[config.mk]
export PLATFORM = sky130hd
export DESIGN_NAME = sync_offset_tracker
export DESIGN_NICKNAME = d
export VERILOG_FILES = /design/src/rtl/sot_pkg.sv /design/src/rtl/sot_ctrl.sv /design/src/rtl/sot_datapath.sv /design/src/rtl/sync_offset_tracker.sv
export SDC_FILE = /design/constraint.sdc
export NUM_CORES = 1
export LEC_CHECK = 0
export CORE_MARGIN = 8
export CORE_UTILIZATION = 45
export CTS_BUF_LIST = sky130_fd_sc_hd__clkbuf_8
export DETAILED_ROUTE_END_ITERATION = 10
export PLACE_DENSITY_LB_ADDON = 0.05
export SYNTH_ARGS = -nofsm -noshare
export SYNTH_HDL_FRONTEND = slang
export SYNTH_SLANG_ARGS = --single-unit
[constraint.sdc]
create_clock -name clk -period 2.55 [get_ports clk]
set_input_delay 0.255 -clock clk [delete_from_list [all_inputs] [get_ports clk]]
set_output_delay 0.255 -clock clk [all_outputs]
set_load 0.05 [all_outputs]
[src/rtl/sot_pkg.sv]
package sot_pkg;
  localparam logic [2:0] PH_DOUT = 3'b000;
  localparam logic [2:0] PH_DIN  = 3'b001;
  localparam logic [2:0] PH_MIN  = 3'b111;

  typedef struct packed {
    logic load;      // command start
    logic latchIn;   // Data-In entry: capture leftover count
    logic decCount;  // decrement remaining byte count
    logic trackEn;   // offset counter may move
  } strobe_t;

  function automatic logic isDataPhase(input logic [2:0] p);
    return (p == PH_DOUT) || (p == PH_DIN);
  endfunction
endpackage

[src/rtl/sot_ctrl.sv]
module sot_ctrl
  import sot_pkg::*;
(
  input  logic       clk,
  input  logic       rstN,
  input  logic       cmdStart,
  input  logic [2:0] phase,
  input  logic       syncMode,
  input  logic       fifoPush,
  input  logic       fifoPop,
  input  logic       fifoEmpty,
  input  logic       countZero,
  input  logic       parityErrIn,
  output strobe_t    strb,
  output logic       xferDone,
  output logic       dmaBlock,
  output logic       fifoFlush,
  output logic       parityFlag,
  output logic       atnReq
);
  logic [2:0] prevPhase;
  logic       active;
  logic       pendPar;
  logic       entry;
  logic       doneCond;

  always_comb begin
    entry         = syncMode && isDataPhase(phase) && !isDataPhase(prevPhase);
    strb.load     = cmdStart;
    strb.latchIn  = entry && (phase == PH_DIN);
    strb.decCount = active && !cmdStart &&
                    (((phase == PH_DOUT) && fifoPush) || ((phase == PH_DIN) && fifoPop));
    strb.trackEn  = syncMode && isDataPhase(phase) && !dmaBlock;
    doneCond      = active && syncMode && !cmdStart && !entry && countZero &&
                    ((phase == PH_DIN) || ((phase == PH_DOUT) && fifoEmpty));
  end

  always_ff @(posedge clk or negedge rstN) begin
    if (!rstN) begin
      prevPhase  <= PH_MIN;
      active     <= 1'b0;
      dmaBlock   <= 1'b0;
      xferDone   <= 1'b0;
      fifoFlush  <= 1'b0;
      pendPar    <= 1'b0;
      parityFlag <= 1'b0;
      atnReq     <= 1'b0;
    end else begin
      prevPhase <= phase;
      fifoFlush <= strb.latchIn;
      if (cmdStart) begin
        active     <= 1'b1;
        dmaBlock   <= 1'b0;
        xferDone   <= 1'b0;
        parityFlag <= pendPar;
        atnReq     <= pendPar;
        pendPar    <= 1'b0;
      end else begin
        if (entry) begin
          active   <= 1'b0;
          dmaBlock <= 1'b1;
        end else if (doneCond) begin
          active   <= 1'b0;
          xferDone <= 1'b1;
        end
        if (dmaBlock && (phase == PH_DIN) && parityErrIn)
          pendPar <= 1'b1;
      end
    end
  end

  AST_DONE_AT_ZERO: assert property (@(posedge clk) disable iff (!rstN)
    $rose(xferDone) |-> $past(countZero));
  AST_DOUT_NEEDS_EMPTY: assert property (@(posedge clk) disable iff (!rstN)
    ($rose(xferDone) && ($past(phase) == PH_DOUT)) |-> $past(fifoEmpty));
  AST_BLOCK_NO_COUNT: assert property (@(posedge clk) disable iff (!rstN)
    dmaBlock |-> !strb.decCount);
  AST_PARITY_AT_CMD: assert property (@(posedge clk) disable iff (!rstN)
    $rose(parityFlag) |-> $past(cmdStart));
endmodule

[src/rtl/sot_datapath.sv]
module sot_datapath
  import sot_pkg::*;
#(
  parameter int CNT_W  = 16,
  parameter int OFF_W  = 4,
  parameter int FIFO_W = 5
) (
  input  logic              clk,
  input  logic              rstN,
  input  strobe_t           strb,
  input  logic [CNT_W-1:0]  cmdCount,
  input  logic [OFF_W-1:0]  offsetLimit,
  input  logic              reqPulse,
  input  logic              ackPulse,
  input  logic [FIFO_W-1:0] fifoLevel,
  output logic              countZero,
  output logic [OFF_W-1:0]  offsetCount,
  output logic              offsetErr,
  output logic [FIFO_W-1:0] nonDataCount
);
  localparam logic [OFF_W-1:0] ONE_OFF = OFF_W'(1);
  localparam logic [CNT_W-1:0] ONE_CNT = CNT_W'(1);

  logic [CNT_W-1:0] remaining;
  logic             overrun;
  logic             incOff;
  logic             decOff;

  always_comb begin
    countZero = (remaining == '0);
    overrun   = strb.trackEn && reqPulse && !ackPulse && (offsetCount == offsetLimit);
    incOff    = strb.trackEn && reqPulse && !ackPulse && !overrun;
    decOff    = strb.trackEn && ackPulse && !reqPulse && (offsetCount != '0);
  end

  always_ff @(posedge clk or negedge rstN) begin
    if (!rstN) begin
      remaining    <= '0;
      offsetCount  <= '0;
      offsetErr    <= 1'b0;
      nonDataCount <= '0;
    end else if (strb.load) begin
      remaining    <= cmdCount;
      offsetCount  <= '0;
      offsetErr    <= 1'b0;
      nonDataCount <= '0;
    end else begin
      if (strb.decCount && !countZero) remaining <= remaining - ONE_CNT;
      if (incOff)      offsetCount <= offsetCount + ONE_OFF;
      else if (decOff) offsetCount <= offsetCount - ONE_OFF;
      if (overrun) offsetErr <= 1'b1;
      if (strb.latchIn) nonDataCount <= fifoLevel;
    end
  end

  AST_OFFSET_STICKY: assert property (@(posedge clk) disable iff (!rstN)
    (offsetErr && !strb.load) |=> offsetErr);
  AST_OVERRUN_HOLDS: assert property (@(posedge clk) disable iff (!rstN)
    (!strb.load && strb.trackEn && reqPulse && !ackPulse && (offsetCount == offsetLimit))
      |=> (offsetErr && $stable(offsetCount)));
  AST_NONDATA_HELD: assert property (@(posedge clk) disable iff (!rstN)
    (!strb.load && !strb.latchIn) |=> $stable(nonDataCount));
endmodule

[src/rtl/sync_offset_tracker.sv]
module sync_offset_tracker
  import sot_pkg::*;
#(
  parameter int CNT_W  = 16,
  parameter int OFF_W  = 4,
  parameter int FIFO_W = 5
) (
  input  logic              clk,
  input  logic              rstN,
  input  logic              cmdStart,
  input  logic [CNT_W-1:0]  cmdCount,
  input  logic [2:0]        phase,
  input  logic [OFF_W-1:0]  offsetLimit,
  input  logic              reqPulse,
  input  logic              ackPulse,
  input  logic              fifoPush,
  input  logic              fifoPop,
  input  logic [FIFO_W-1:0] fifoLevel,
  input  logic              parityErrIn,
  output logic              xferDone,
  output logic              offsetErr,
  output logic [OFF_W-1:0]  offsetCount,
  output logic [FIFO_W-1:0] nonDataCount,
  output logic              fifoFlush,
  output logic              dmaBlock,
  output logic              parityFlag,
  output logic              atnReq
);
  strobe_t strb;
  logic    countZero;
  logic    syncMode;
  logic    fifoEmpty;

  assign syncMode  = (offsetLimit != '0);
  assign fifoEmpty = (fifoLevel == '0);

  sot_ctrl u_ctrl (
    .clk(clk), .rstN(rstN), .cmdStart(cmdStart), .phase(phase),
    .syncMode(syncMode), .fifoPush(fifoPush), .fifoPop(fifoPop),
    .fifoEmpty(fifoEmpty), .countZero(countZero), .parityErrIn(parityErrIn),
    .strb(strb), .xferDone(xferDone), .dmaBlock(dmaBlock),
    .fifoFlush(fifoFlush), .parityFlag(parityFlag), .atnReq(atnReq)
  );

  sot_datapath #(.CNT_W(CNT_W), .OFF_W(OFF_W), .FIFO_W(FIFO_W)) u_dp (
    .clk(clk), .rstN(rstN), .strb(strb), .cmdCount(cmdCount),
    .offsetLimit(offsetLimit), .reqPulse(reqPulse), .ackPulse(ackPulse),
    .fifoLevel(fifoLevel), .countZero(countZero), .offsetCount(offsetCount),
    .offsetErr(offsetErr), .nonDataCount(nonDataCount)
  );
endmodule

Yosys cells after proc, flatten, opt, wreduce, memory -nomap -nowiden
Cells that the tools add are included.
{"block": "word_totals", "memories": 0, "in_bits": 36, "wordCells": 88, "romBits": 0, "regBits": 35, "mem_bits_rw": 0, "latch_bits": 0}
{"block": "op_classes", "multipliers": 0, "mux": 19, "eq_ne": 4, "magnitude_cmp": 0, "n_addsub": 3, "div_mod_pow": 0, "n_bitwise": 0, "shift": 0, "reduce_logical": 51}
{"op": "$mux W16", "n": 2}
{"op": "$logic_and A1 B1 Y1", "n": 24}
{"op": "$logic_not A16 Y1", "n": 1}
{"op": "$sub A16 B1 Y16 const B", "n": 1}
{"op": "$mux W1", "n": 12}
{"op": "$mux W4", "n": 3}
{"op": "$reduce_bool A2 Y1", "n": 6}
{"op": "$mux W5", "n": 2}
{"op": "$logic_not A1 Y1", "n": 8}
{"op": "$reduce_bool A4 Y1", "n": 2}
{"op": "$eq A3 B1 Y1 const B", "n": 2}
{"op": "$logic_not A3 Y1", "n": 2}
{"op": "$reduce_bool A3 Y1", "n": 2}
{"op": "$logic_not A5 Y1", "n": 1}
{"op": "$add A4 B1 Y4 const B", "n": 1}
{"op": "$eq A4 B4 Y1", "n": 1}
{"op": "$logic_or A1 B1 Y1", "n": 4}
{"op": "$sub A4 B1 Y4 const B", "n": 1}
{"op": "$ne A2 B2 Y1 const B", "n": 1}
{"op": "$reduce_and A2 Y1", "n": 1}

Logic depth before layout (Yosys ltp)
Gate-level depths: netlist of the first run.
{"block": "depth", "ltp_word": 11, "depth_mapped": 9, "ltp_nobuf": 9}

Cells and area by module
From an unflattened synthesis of the first run, not the netlist that was laid out.
{"block": "unflattened", "cells_unflattened": 214, "area_unflattened_um2": 2030.7}
{"module": "sot_datapath", "area_each_um2": 1661.6, "cells_each": 183, "n_inst": 1, "seq_area_each_um2": 650.6}
{"module": "sot_ctrl", "area_each_um2": 350.3, "cells_each": 28, "n_inst": 1, "seq_area_each_um2": 202.7}
{"module": "sync_offset_tracker", "area_each_um2": 18.8, "cells_each": 3, "n_inst": 1, "seq_area_each_um2": 0.0}

Worst setup path after synthesis of the first run
OpenSTA, ideal clock, no wires.
{"block": "synth_timing", "path_type": "flip-flop to flip-flop", "startpoint": "reg u_dp.offsetCount[1]", "endpoint": "reg u_dp.offsetCount[3]", "path_slack_ns": -0.142, "path_stages_with_launch": 10, "synth_period_minus_slack_ns": 2.692, "arrival_time_ns": 2.620, "path_cell_list": "dfrtp_1 -> xor2_1 -> nor4_1 -> nand3b_1 -> ha_1 -> a21o_1 -> a21oi_1 -> nand2_1 -> or3b_2 -> nand4_1"}
{"block": "synth_via", "elab_chain_len": 6, "word_cells_on_any_way": 12, "classes_between": "2 x add/sub; 1 x eq/ne; 3 x mux; 6 x reduce/logical"}
{"element": "start: declaration", "line": "sot_datapath.sv:17", "source": "output logic [OFF_W-1:0] offsetCount,"}
{"element": "start signal: assignment", "line": "sot_datapath.sv:49", "source": "if (incOff) offsetCount <= offsetCount + ONE_OFF;"}
{"element": "start signal: assignment", "line": "sot_datapath.sv:50", "source": "else if (decOff) offsetCount <= offsetCount - ONE_OFF;"}
{"element": "parallel branches: the longest is 6 deep, another holds $sub A4 B1 Y4"}
Several ways; the timed one is not identified. The select of a mux whose other input is x is not followed.
A chain may end at the register's enable or synchronous reset.

Worst setup path after layout of the first run
{"block": "layout_timing", "startpoint": "reg u_dp.offsetCount[0]", "endpoint": "reg u_dp.offsetCount[3]"}
Same word-level chain as after synthesis.

==> impl_metrics.ini, run 1 <==
[status]
status = finished clean

[drt]
wl_per_cell_um = 14.2
drtAntennaViolNets = 0
totalWireLength_um = 4450
vias_per_cell = 5.23
first_pass_iters = 5
drtIter0Drc = 51
drc = 0
vias = 1636

[timing]
max-slew-margin-rel_pct = 52.2
rsz0062_at_grt = false
slew_viol_final = 0
tightest_slew_ps = 713
skew_ps = 2.76
hold_viol_final = 0
max_freq_mhz = 423
period_share_pct = 92.6
hold_ws_ps = 363
setup_viol = 0
fin_crit_ps = 2360
tns_ps = 0

[power_and_ir_drop]
p_clk_share_pct = 28.7
switching_share_pct = 32.1
vdd_ir_drop_max_uv = 695
pwr-share-seq_pct = 40.0
power.internal_uw = 1150
power_frac_comb_pct = 31.3
pwr_density_cell_nw_per_um2 = 639
p_sw_uw = 544
p_leak_uw = 0.00113

[worst_setup_path]
path_delay_family = simple AND/OR/NAND/NOR gates
max_stage_delay_ps = 460
slowest_stage = or3b_2
r2r_cells = 9
critPathMaxFanout = 7
crit_buf_inv = 0
reg2reg_slack_ps = 190
worstReg2RegStart = u_dp.offsetCount[0]
path_cells = xor2_1 -> nor4_1 -> nand3b_1 -> ha_1 -> a21o_1 -> a21oi_2 -> nand2_1 -> or3b_2 -> nand4_1
critPathKind = reg -> reg
cp-start-kind = flop
cp.required_ps = 2770
arrival_ps = 2580
cp-end-kind = flop
timing.rr.end = u_dp.offsetCount[3]

[grt]
grt_use_total_pct = 14.7
overflow = 0
antenna_found_initial = 0
grt_max_degree = 35
grt_pass1_wl_um = 7650
grt_pass1_vias = 1625

[floorplan]
core-area_um2 = 4030
rows = 23
pin_count = 51
start_util_pct = 47.3
dieArea_um2 = 6570
die_h_um = 81.1
die_w_um = 81.1

[clock_network]
h-tree-depth = 2
cts_tree = yes
cts_root_buf = clkbuf_8
clock_latency_ps = 290
postCtsSetupRepairBufs = 0
clk_pin_slew_ps = 70
cts_resized = 0
clock-sinks = 34
hold_buffers = 0
clockBufferDepth = 2
cts-buffers-inserted = 5

[layout]
area_growth_pct = 39.1
drive_gt1_share_pct = 14.8
mostFrequentLayoutCells = clkdlybuf4s50_1 (50), dfrtp_1 (28), nand2_1 (22)
fill_cells = 346
n_antenna_cell = 0
final_common_cell = clkdlybuf4s50_1
nNetsFinal = 302

[synth]
synthesis.area_um2 = 1910
synth_nets = 239
synth_area_leaders = dfrtp_1 (42%), mux2_2 (5.3%), nand2_1 (4.3%)
yosysWarnings = 0
yosysUniqueCellTypes = 38
yosys.area.top_type = dfrtp_1
seq_area_frac_synth_pct = 44.8
synth-seq-cells = 34
yosys.area.top_type_share_pct = 42.0
syn_area_per_cell_um2 = 9.58
synth_cells = 199

[place]
portBuffers = 50
post-dp-hpwl_um = 3430
place_congestion = 0.788

[run]
maxCapViolCount = 0

[hold_path]
hold_path_class = in -> async
[stage by stage]
step / setup WS (ps) / util, % / area, um^2 / total power (uW) / instances
final: 189 / 65.8 / 2650 / 1690 / 313
after global routing: 34.5 / 65.8 / 2650 / 1800 / 313
after CTS: 170 / 65.8 / 2650 / 1710 / 313
after detailed placement: -94.5 / 63.1 / 2540 / 1220 / 305
after global placement: -44.3 / 63.1 / 2540 / 1220 / 305
after floorplan: 20.9 / - / 1910 / 1000 / 199
[worst max path at each step]
stage | from | end | slack (ps) | cells after the start
4_1_cts | u_dp.offsetCount[0] | u_dp.offsetCount[3] | 170 | 9
6_report | u_dp.offsetCount[0] | u_dp.offsetCount[3] | 190 | 9
3_3_place_gp | offsetLimit[2] | u_dp.offsetCount[3] | -40 | 10
5_1_grt | u_dp.offsetCount[0] | u_dp.offsetCount[3] | 30 | 9
3_5_place_dp | offsetLimit[2] | u_dp.offsetCount[3] | -90 | 10
2_1_floorplan | u_dp.offsetCount[0] | u_dp.offsetCount[3] | 20 | 9
[sequential cells by signal, summed over array words and instances, names as in the netlist]
register	cells
u_ctrl.active	1
u_ctrl.prevPhase	2
u_ctrl.dmaBlock	1
u_dp.offsetCount	4
u_ctrl.fifoFlush	1
u_ctrl.xferDone	1
u_ctrl.parityFlag	1
u_dp.offsetErr	1
u_dp.remaining	16
u_ctrl.pendPar	1
u_dp.nonDataCount	5
[final cells by class]
class                      instances  area [um^2]  area share (%)
multi-input combinational        152         1000            37.9
clock inverter                     3         40.0            1.51
timing repair buffer              62          591            22.3
sequential                        34          858            32.4
tap                               50         62.6            2.36
inverter                           7         26.3           0.992
clock buffer                       5         68.8            2.60
[metal layers]
layer	global-route usage, %	wire [um]	vias up	part of all wire (%)
li1	-	-	839	-
met2	22.8	1950	39	44
met5	0	0	-	0
met4	4.29	45	0	1.0
met3	4.64	249	5	5.6
met1	19.1	2200	753	49
[synthesized netlist by cell type]
cell	n
a211o_1	1
a21o_1	1
a21oi_1	3
a31oi_1	2
a41oi_1	2
and3b_1	1
and4_1	2
buf_4	1
clkbuf_1	5
dfrtp_1	32
dfstp_2	2
fa_1	1
ha_1	3
inv_1	7
mux2_1	1
mux2_2	9
mux2i_1	7
nand2_1	22
nand3_1	5
nand3b_1	2
nand4_1	4
nor2_1	21
nor2b_1	1
nor3_1	9
nor3b_1	3
nor3b_2	1
nor4_1	7
nor4b_1	2
o211ai_1	1
o21ai_0	16
o21bai_1	1
o31ai_1	1
or3_1	2
or3_4	1
or3b_2	1
or4_1	3
xnor2_1	8
xor2_1	8
[power groups by stage]
stage	clock network, uW	logic [uW]	registers, uW
3_5_place_dp	0	534	687
5_1_grt	526	588	689
2_1_floorplan	0	233	768
6_report	486	531	677
4_1_cts	499	537	678
3_3_place_gp	0	529	687
[cell families after synthesis]
group	after synthesis	share of synthesized area [%]
compound gates	28	8.60
xor+xnor	16	7.35
fa+ha+maj	4	3.02
buf+inv	13	2.76
flops	34	44.8
mux	17	9.59
simple gates	87	23.9
No activity file was read; power rests on OpenSTA's default activity.
==> inputs of run 2 (changes only) <==
Settings changed: CELL_PAD_IN_SITES_DETAIL_PLACEMENT set to 1, CELL_PAD_IN_SITES_GLOBAL_PLACEMENT set to 2, CORE_UTILIZATION 45 to 27.
==> run 2 against run 1 <==
  * Register-to-register slack better by 60 ps
  * Largest power group unchanged
  * Combinational power up 6.4%
  * Fmax up 2.5%
  * Sequential share of layout area down 0.78 points
  * Clock power down 13%
  * Highest routed layer unchanged
  * Global-route usage down 3.6 points
  * Utilization down 26 points
  * Worst hold slack better by 16 ps
==> impl_metrics.ini, run 2 (synthesis gave the netlist of run 1 again) <==
[status]
status = finished clean

[grt]
grt_pass1_vias = 1829
antenna_found_initial = 0
grt_pass1_wl_um = 8890
grt_use_total_pct = 11.0
overflow = 0
grt_max_degree = 35

[drt]
first_pass_iters = 4
drc = 0
vias_per_cell = 4.61
drtIter0Drc = 35
vias = 1666
totalWireLength_um = 5340
wl_per_cell_um = 14.8
drtAntennaViolNets = 0

[floorplan]
pin_count = 51
core-area_um2 = 6830
die_h_um = 100
rows = 30
dieArea_um2 = 10000
die_w_um = 100
start_util_pct = 27.9

[layout]
mostFrequentLayoutCells = clkdlybuf4s50_1 (50), dfrtp_1 (28), nand2_1 (22)
largest_register_ffs = 16
stdcell_count = 361
nNetsFinal = 304
stdcell_area_um2 = 2720
reg_top3 = u_dp.remaining (16), u_dp.nonDataCount (5), u_dp.offsetCount (4)
fill_cells = 822
largest-register = u_dp.remaining
area_growth_pct = 42.5
final_common_cell = clkdlybuf4s50_1
regArea_um2 = 858
multi_input_comb_area_um2 = 1010
drive_gt1_share_pct = 15.8
n_antenna_cell = 0

[clock_network]
cts_tree = yes
clockBufferDepth = 2
cts-buffers-inserted = 5
postCtsSetupRepairBufs = 0
cts_resized = 0
hold_buffers = 0
cts_root_buf = clkbuf_8
clock-sinks = 34
clk_pin_slew_ps = 70
clock_latency_ps = 290
h-tree-depth = 2

[power_and_ir_drop]
vdd_ir_drop_max_uv = 636
p_leak_uw = 0.00113
p_sw_uw = 574
p_clk_share_pct = 25.4
pwr-share-seq_pct = 40.6
pwr_density_cell_nw_per_um2 = 613
power.internal_uw = 1090
power_frac_comb_pct = 34.0
switching_share_pct = 34.5

[hold_path]
hold_path_class = in -> async

[place]
post-dp-hpwl_um = 4160
place_congestion = 0.752
placedCellCount = 353
portBuffers = 50
dpl_cell_area_um2 = 2610
place_ws_ps = -129

[timing]
skew_ps = 8.11
max_freq_mhz = 434
rsz0062_at_grt = false
setup_viol = 0
fin_crit_ps = 2300
worst_slack_ps = 247
tightest_slew_ps = 755
period_share_pct = 90.3
slew_viol_final = 0
hold_viol_final = 0
max-slew-margin-rel_pct = 49.4

[worst_setup_path]
critPathKind = reg -> reg
slowest_stage = or3b_2
path_cells = xor2_1 -> nor4_2 -> nand3b_1 -> ha_1 -> a21o_1 -> a21oi_2 -> nand2_1 -> or3b_2 -> nand4_1
r2r_cells = 9
reg2reg_slack_ps = 250
arrival_ps = 2520
worstReg2RegStart = u_dp.offsetCount[2]
critPathMaxFanout = 5
timing.rr.end = u_dp.offsetCount[3]
cp-end-kind = flop
max_stage_delay_ps = 450
cp.required_ps = 2770
cp-start-kind = flop

[run]
maxCapViolCount = 0
==> run 2: cell count changes in the layout (fill, tap and decap cells not counted) <==
cell        before  now
clkinvlp_4       0    1
bufinv_16        1    0
buf_4           12   14
clkinv_2         2    1
clkbuf_8         5    6
nor4_1           7    6
nor4_2           0    1
==> run 2: how the worst max path moves through the flow <==
| stage | cells after the start | slack [ps] | endpoint | from |
|---|---|---|---|---|
| after global routing | 9 | 80 | u_dp.offsetCount[3] | u_dp.offsetCount[2] |
| final | 9 | 250 | u_dp.offsetCount[3] | u_dp.offsetCount[2] |
| after global placement | 10 | -50 | u_dp.offsetCount[3] | offsetLimit[2] |
| after floorplan | 9 | 20 | u_dp.offsetCount[3] | u_dp.offsetCount[0] |
| after detailed placement | 10 | -130 | u_dp.offsetCount[3] | offsetLimit[2] |
| after CTS | 9 | 160 | u_dp.offsetCount[3] | u_dp.offsetCount[2] |
==> run 2: metal layers <==
| metal | wire, um | GRT usage [%] | up-vias | share of wire (%) |
|---|---|---|---|---|
| li1 | - | - | 835 | - |
| met1 | 2620 | 14.2 | 790 | 49 |
| met2 | 2360 | 16.8 | 33 | 44 |
| met3 | 287 | 3.60 | 8 | 5.4 |
| met4 | 71 | 3.84 | 0 | 1.3 |
| met5 | 0 | 0 | - | 0 |
==> run 2: layout make-up <==
cell class	instances	area share (%)
inverter	7	0.968
tap	96	4.42
clock inverter	2	0.461
clock buffer	6	3.04
sequential	34	31.6
timing repair buffer	64	22.3
multi-input combinational	152	37.2
==> run 2: through the flow <==
step                total power, uW  utilization [%]  hold WS, ps  setup TNS (ps)
floorplan                      1000                -        -40.6               0
global placement               1250             38.3          480           -45.5
detailed placement             1250             38.3          492            -199
CTS                            1680             39.7          393               0
global route                   1770             39.7          424               0
finish                         1660             39.7          379               0
==> run 2: power groups by stage <==
stage | combinational [uW] | clock, uW | sequential [uW]
floorplan | 233 | 0 | 768
global placement | 556 | 0 | 690
detailed placement | 562 | 0 | 688
CTS | 566 | 440 | 677
global route | 622 | 459 | 687
finish | 565 | 423 | 676
==> run 2: worst max-delay path, delay by kind of cell (launching register included) <==
kind | cells | cell delay [ps]
xor gates and xnor gates | 1 | 170
AOI/OAI and AO/OA | 2 | 330
and+or+nand+nor | 5 | 1060
adders and majority gates | 1 | 230
DFF | 1 | 440
==> inputs of run 3 (changes only) <==
Settings changed: CORE_UTILIZATION 27 to 28, SYNTH_HIERARCHICAL set to 1.
==> run 3 against run 2 <==
  * Setup slack worse by 170 ps
  * Clock skew about the same
  * Die area up 2.3%
  * Combinational power down 50%
  * Area after synthesis up 6.6%
  * Critical path depth up 3
  * Sequential power down 9.5%
  * Via count up 14%
  * Sequential share of layout area down 2.4 points
  * Global-route usage up 1.7 points
  * Routed wire length up 16%
  * Fmax down 6.8%
  * Largest cell class unchanged
==> impl_metrics.ini, run 3 <==
[clock_network]
clock_latency_ps = 290
clockBufferDepth = 2
h-tree-depth = 2
cts_tree = yes
clock-sinks = 34
cts-buffers-inserted = 5
clk_pin_slew_ps = 80
cts_root_buf = clkbuf_8
hold_buffers = 0

[synth]
ys_top_cells_by_count = dfrtp_1 (32), nor2_1 (30), nand2_1 (14)
synth_nets = 255
seq_area_frac_synth_pct = 42.0
syn_area_per_cell_um2 = 9.49
async_flop_share_pct = 100
synthesis.area_um2 = 2030
synthMuxAreaShare_pct = 4.56
synth_cells = 214
synth-seq-cells = 34
synth_most_common_cell = dfrtp_1
synth_xor_area_share_pct = 2.16
synth_compound_area_share_pct = 18.2
synth_top_family_by_area = simple AND/OR/NAND/NOR gates
yosysWarnings = 6
yosys.area.top_type_share_pct = 39.4
synth_area_leaders = dfrtp_1 (39%), nor2_1 (5.5%), mux2i_1 (3.5%)
synth-adder-area-share_pct = 3.45
yosys.area.top_type = dfrtp_1
yosysUniqueCellTypes = 64
synth_edf_count = 0
synth-main-ff-cell = dfrtp_1
yosys.area_share.simple_pct = 24.7

[run]
maxCapViolCount = 0

[power_and_ir_drop]
p_sw_uw = 387
vdd_ir_drop_max_uv = 158
power_frac_comb_pct = 21.4
pwr_density_cell_nw_per_um2 = 451
switching_share_pct = 29.4
p_clk_share_pct = 32.2
p_leak_uw = 0.00126
power.internal_uw = 930
pwr-share-seq_pct = 46.5

[place]
portBuffers = 50
post-dp-hpwl_um = 4490
place_congestion = 0.748
placedCellCount = 376
place_ws_ps = -592

[timing]
worst_slack_ps = 77.6
skew_ps = 8.50
max_freq_mhz = 404
setup_viol = 0
slew_viol_final = 0
tightest_slew_ps = 590
max-slew-margin-rel_pct = 60.6
hold_viol_final = 0
fin_crit_ps = 2470
period_share_pct = 97.0

[floorplan]
core-area_um2 = 7140
dieArea_um2 = 10200
start_util_pct = 28.5
rows = 31
die_w_um = 101
die_h_um = 101
pin_count = 51

[worst_setup_path]
cp-start-kind = input port
slowest_stage = or4_4
cp.required_ps = 2730
cp-end-kind = flop
arrival_ps = 2650
critPathKind = in -> reg
crit_buf_inv = 2
path_cells = buf_6 -> or4_4 -> nor3b_4 -> nor2b_4 -> and3b_1 -> o41a_1 -> inv_2 -> ha_4 -> a21o_1 -> a21oi_2 -> mux2i_1 -> mux2_2
path_delay_family = simple AND/OR/NAND/NOR gates
max_stage_delay_ps = 520
critPathMaxFanout = 3

[grt]
overflow = 0
antenna_found_initial = 0
grt_max_degree = 50
grt_pass1_vias = 2063
grt_pass1_wl_um = 10400
grt_use_total_pct = 12.7

[layout]
area_growth_pct = 43.7
n_antenna_cell = 0
largest_register_ffs = 16
mostFrequentLayoutCells = clkdlybuf4s50_1 (44), dfrtp_1 (32), nor2_1 (30)
drive_gt1_share_pct = 21.5
stdcell_count = 387
reg_top3 = u_dp/remaining (16), u_dp/nonDataCount (5), u_dp/offsetCount (4)
largest-register = u_dp/remaining
final_common_cell = clkdlybuf4s50_1
nNetsFinal = 328

[drt]
first_pass_iters = 4
vias = 1894
wl_per_cell_um = 16.0
totalWireLength_um = 6210
drtAntennaViolNets = 0
vias_per_cell = 4.89
drc = 0
drtIter0Drc = 65

[hold_path]
hold_path_class = in -> reg

[status]
status = finished clean
[run 3: changes by cell type after synthesis, moves of 5 or more]
cell,delta
xnor2_1,-7
nor4_1,-5
inv_1,+5
nand2_1,-8
o21ai_0,-10
nor2_1,+9
nor3_1,-5
mux2_2,-7
[run 3: layout make-up]
class,count,area [um^2]
fillers,843,4220
multi-input cells,156,1110
flip-flops and latches,34,853
repair buffers,78,699
well taps,99,124
clock buffers,6,82.6
inverters,12,45.0
clock inverters,2,8.76
[run 3: repair_timing]
action,in CTS,in global routing
setup endpoints to repair,1,1
gates cloned,0,0
endpoints found under the hold margin,0,0
resized for setup,12,5
pin swaps,5,6
setup buffers,2,1
[run 3: cells by family (layout without fill, tap and decap cells)]
family                   Yosys count  count (layout)
AND/OR/NAND/NOR                   91              91
AO/OA/AOI/OAI                     46              46
flip-flops                        34              34
buffers and inverters             24              98
multiplexers                       9               9
adder cells (fa/ha/maj)            5               5
XOR/XNOR                           5               5
[run 3: path summary, 6_finish.rpt]
kind                                startpoint                  end  slack [ps]  cells after the start
hold / removal                        phase[1]  u_ctrl/prevPhase[1]         270                      2
min in group asynchronous                 rstN     u_ctrl/fifoFlush         400                      2
hold reg to reg                 u_dp/offsetErr       u_dp/offsetErr         510                      2
max in group asynchronous                 rstN  u_ctrl/prevPhase[1]        1800                      2
setup / recovery                offsetLimit[2]  u_dp/offsetCount[3]          80                     12
setup reg to reg           u_dp/offsetCount[3]  u_dp/offsetCount[3]         260                      8
[run 3: metrics by stage]
stage	area (um^2)	total power [uW]	util, %	hold WS, ps	setup TNS, ps
2_1_floorplan	2050	760	-	-40.6	-110
3_3_place_gp	2800	900	39.2	491	-1060
3_5_place_dp	2800	905	39.2	506	-1260
4_1_cts	2900	1350	40.7	414	0
5_1_grt	2920	1390	40.9	262	-11.4
6_report	2920	1320	40.9	271	0
[run 3: worst register-to-register path, cell delays in order, from the launching register on]
cell and delay, ps:
dfrtp_1 410, xor2_1 160, o41a_1 450, inv_2 100, ha_4 190, a21o_1 180, a21oi_2 130, mux2i_1 210
mux2_2 350
[run 3: layer usage]
metal / vias up / global-route usage [%] / share of wire [%]
li1: 929 / - / -
met2: 35 / 20.3 / 48
met5: - / 0 / 0
met3: 7 / 3.09 / 3.7
met4: 0 / 3.78 / 1.4
met1: 923 / 16.4 / 47
[run 3: power groups by stage]
stage / sequential (uW) / combinational [uW] / clock, uW
2_1_floorplan: 637 / 124 / 0
3_3_place_gp: 621 / 279 / 0
3_5_place_dp: 622 / 282 / 0
4_1_cts: 612 / 285 / 448
5_1_grt: 619 / 311 / 461
6_report: 612 / 282 / 423
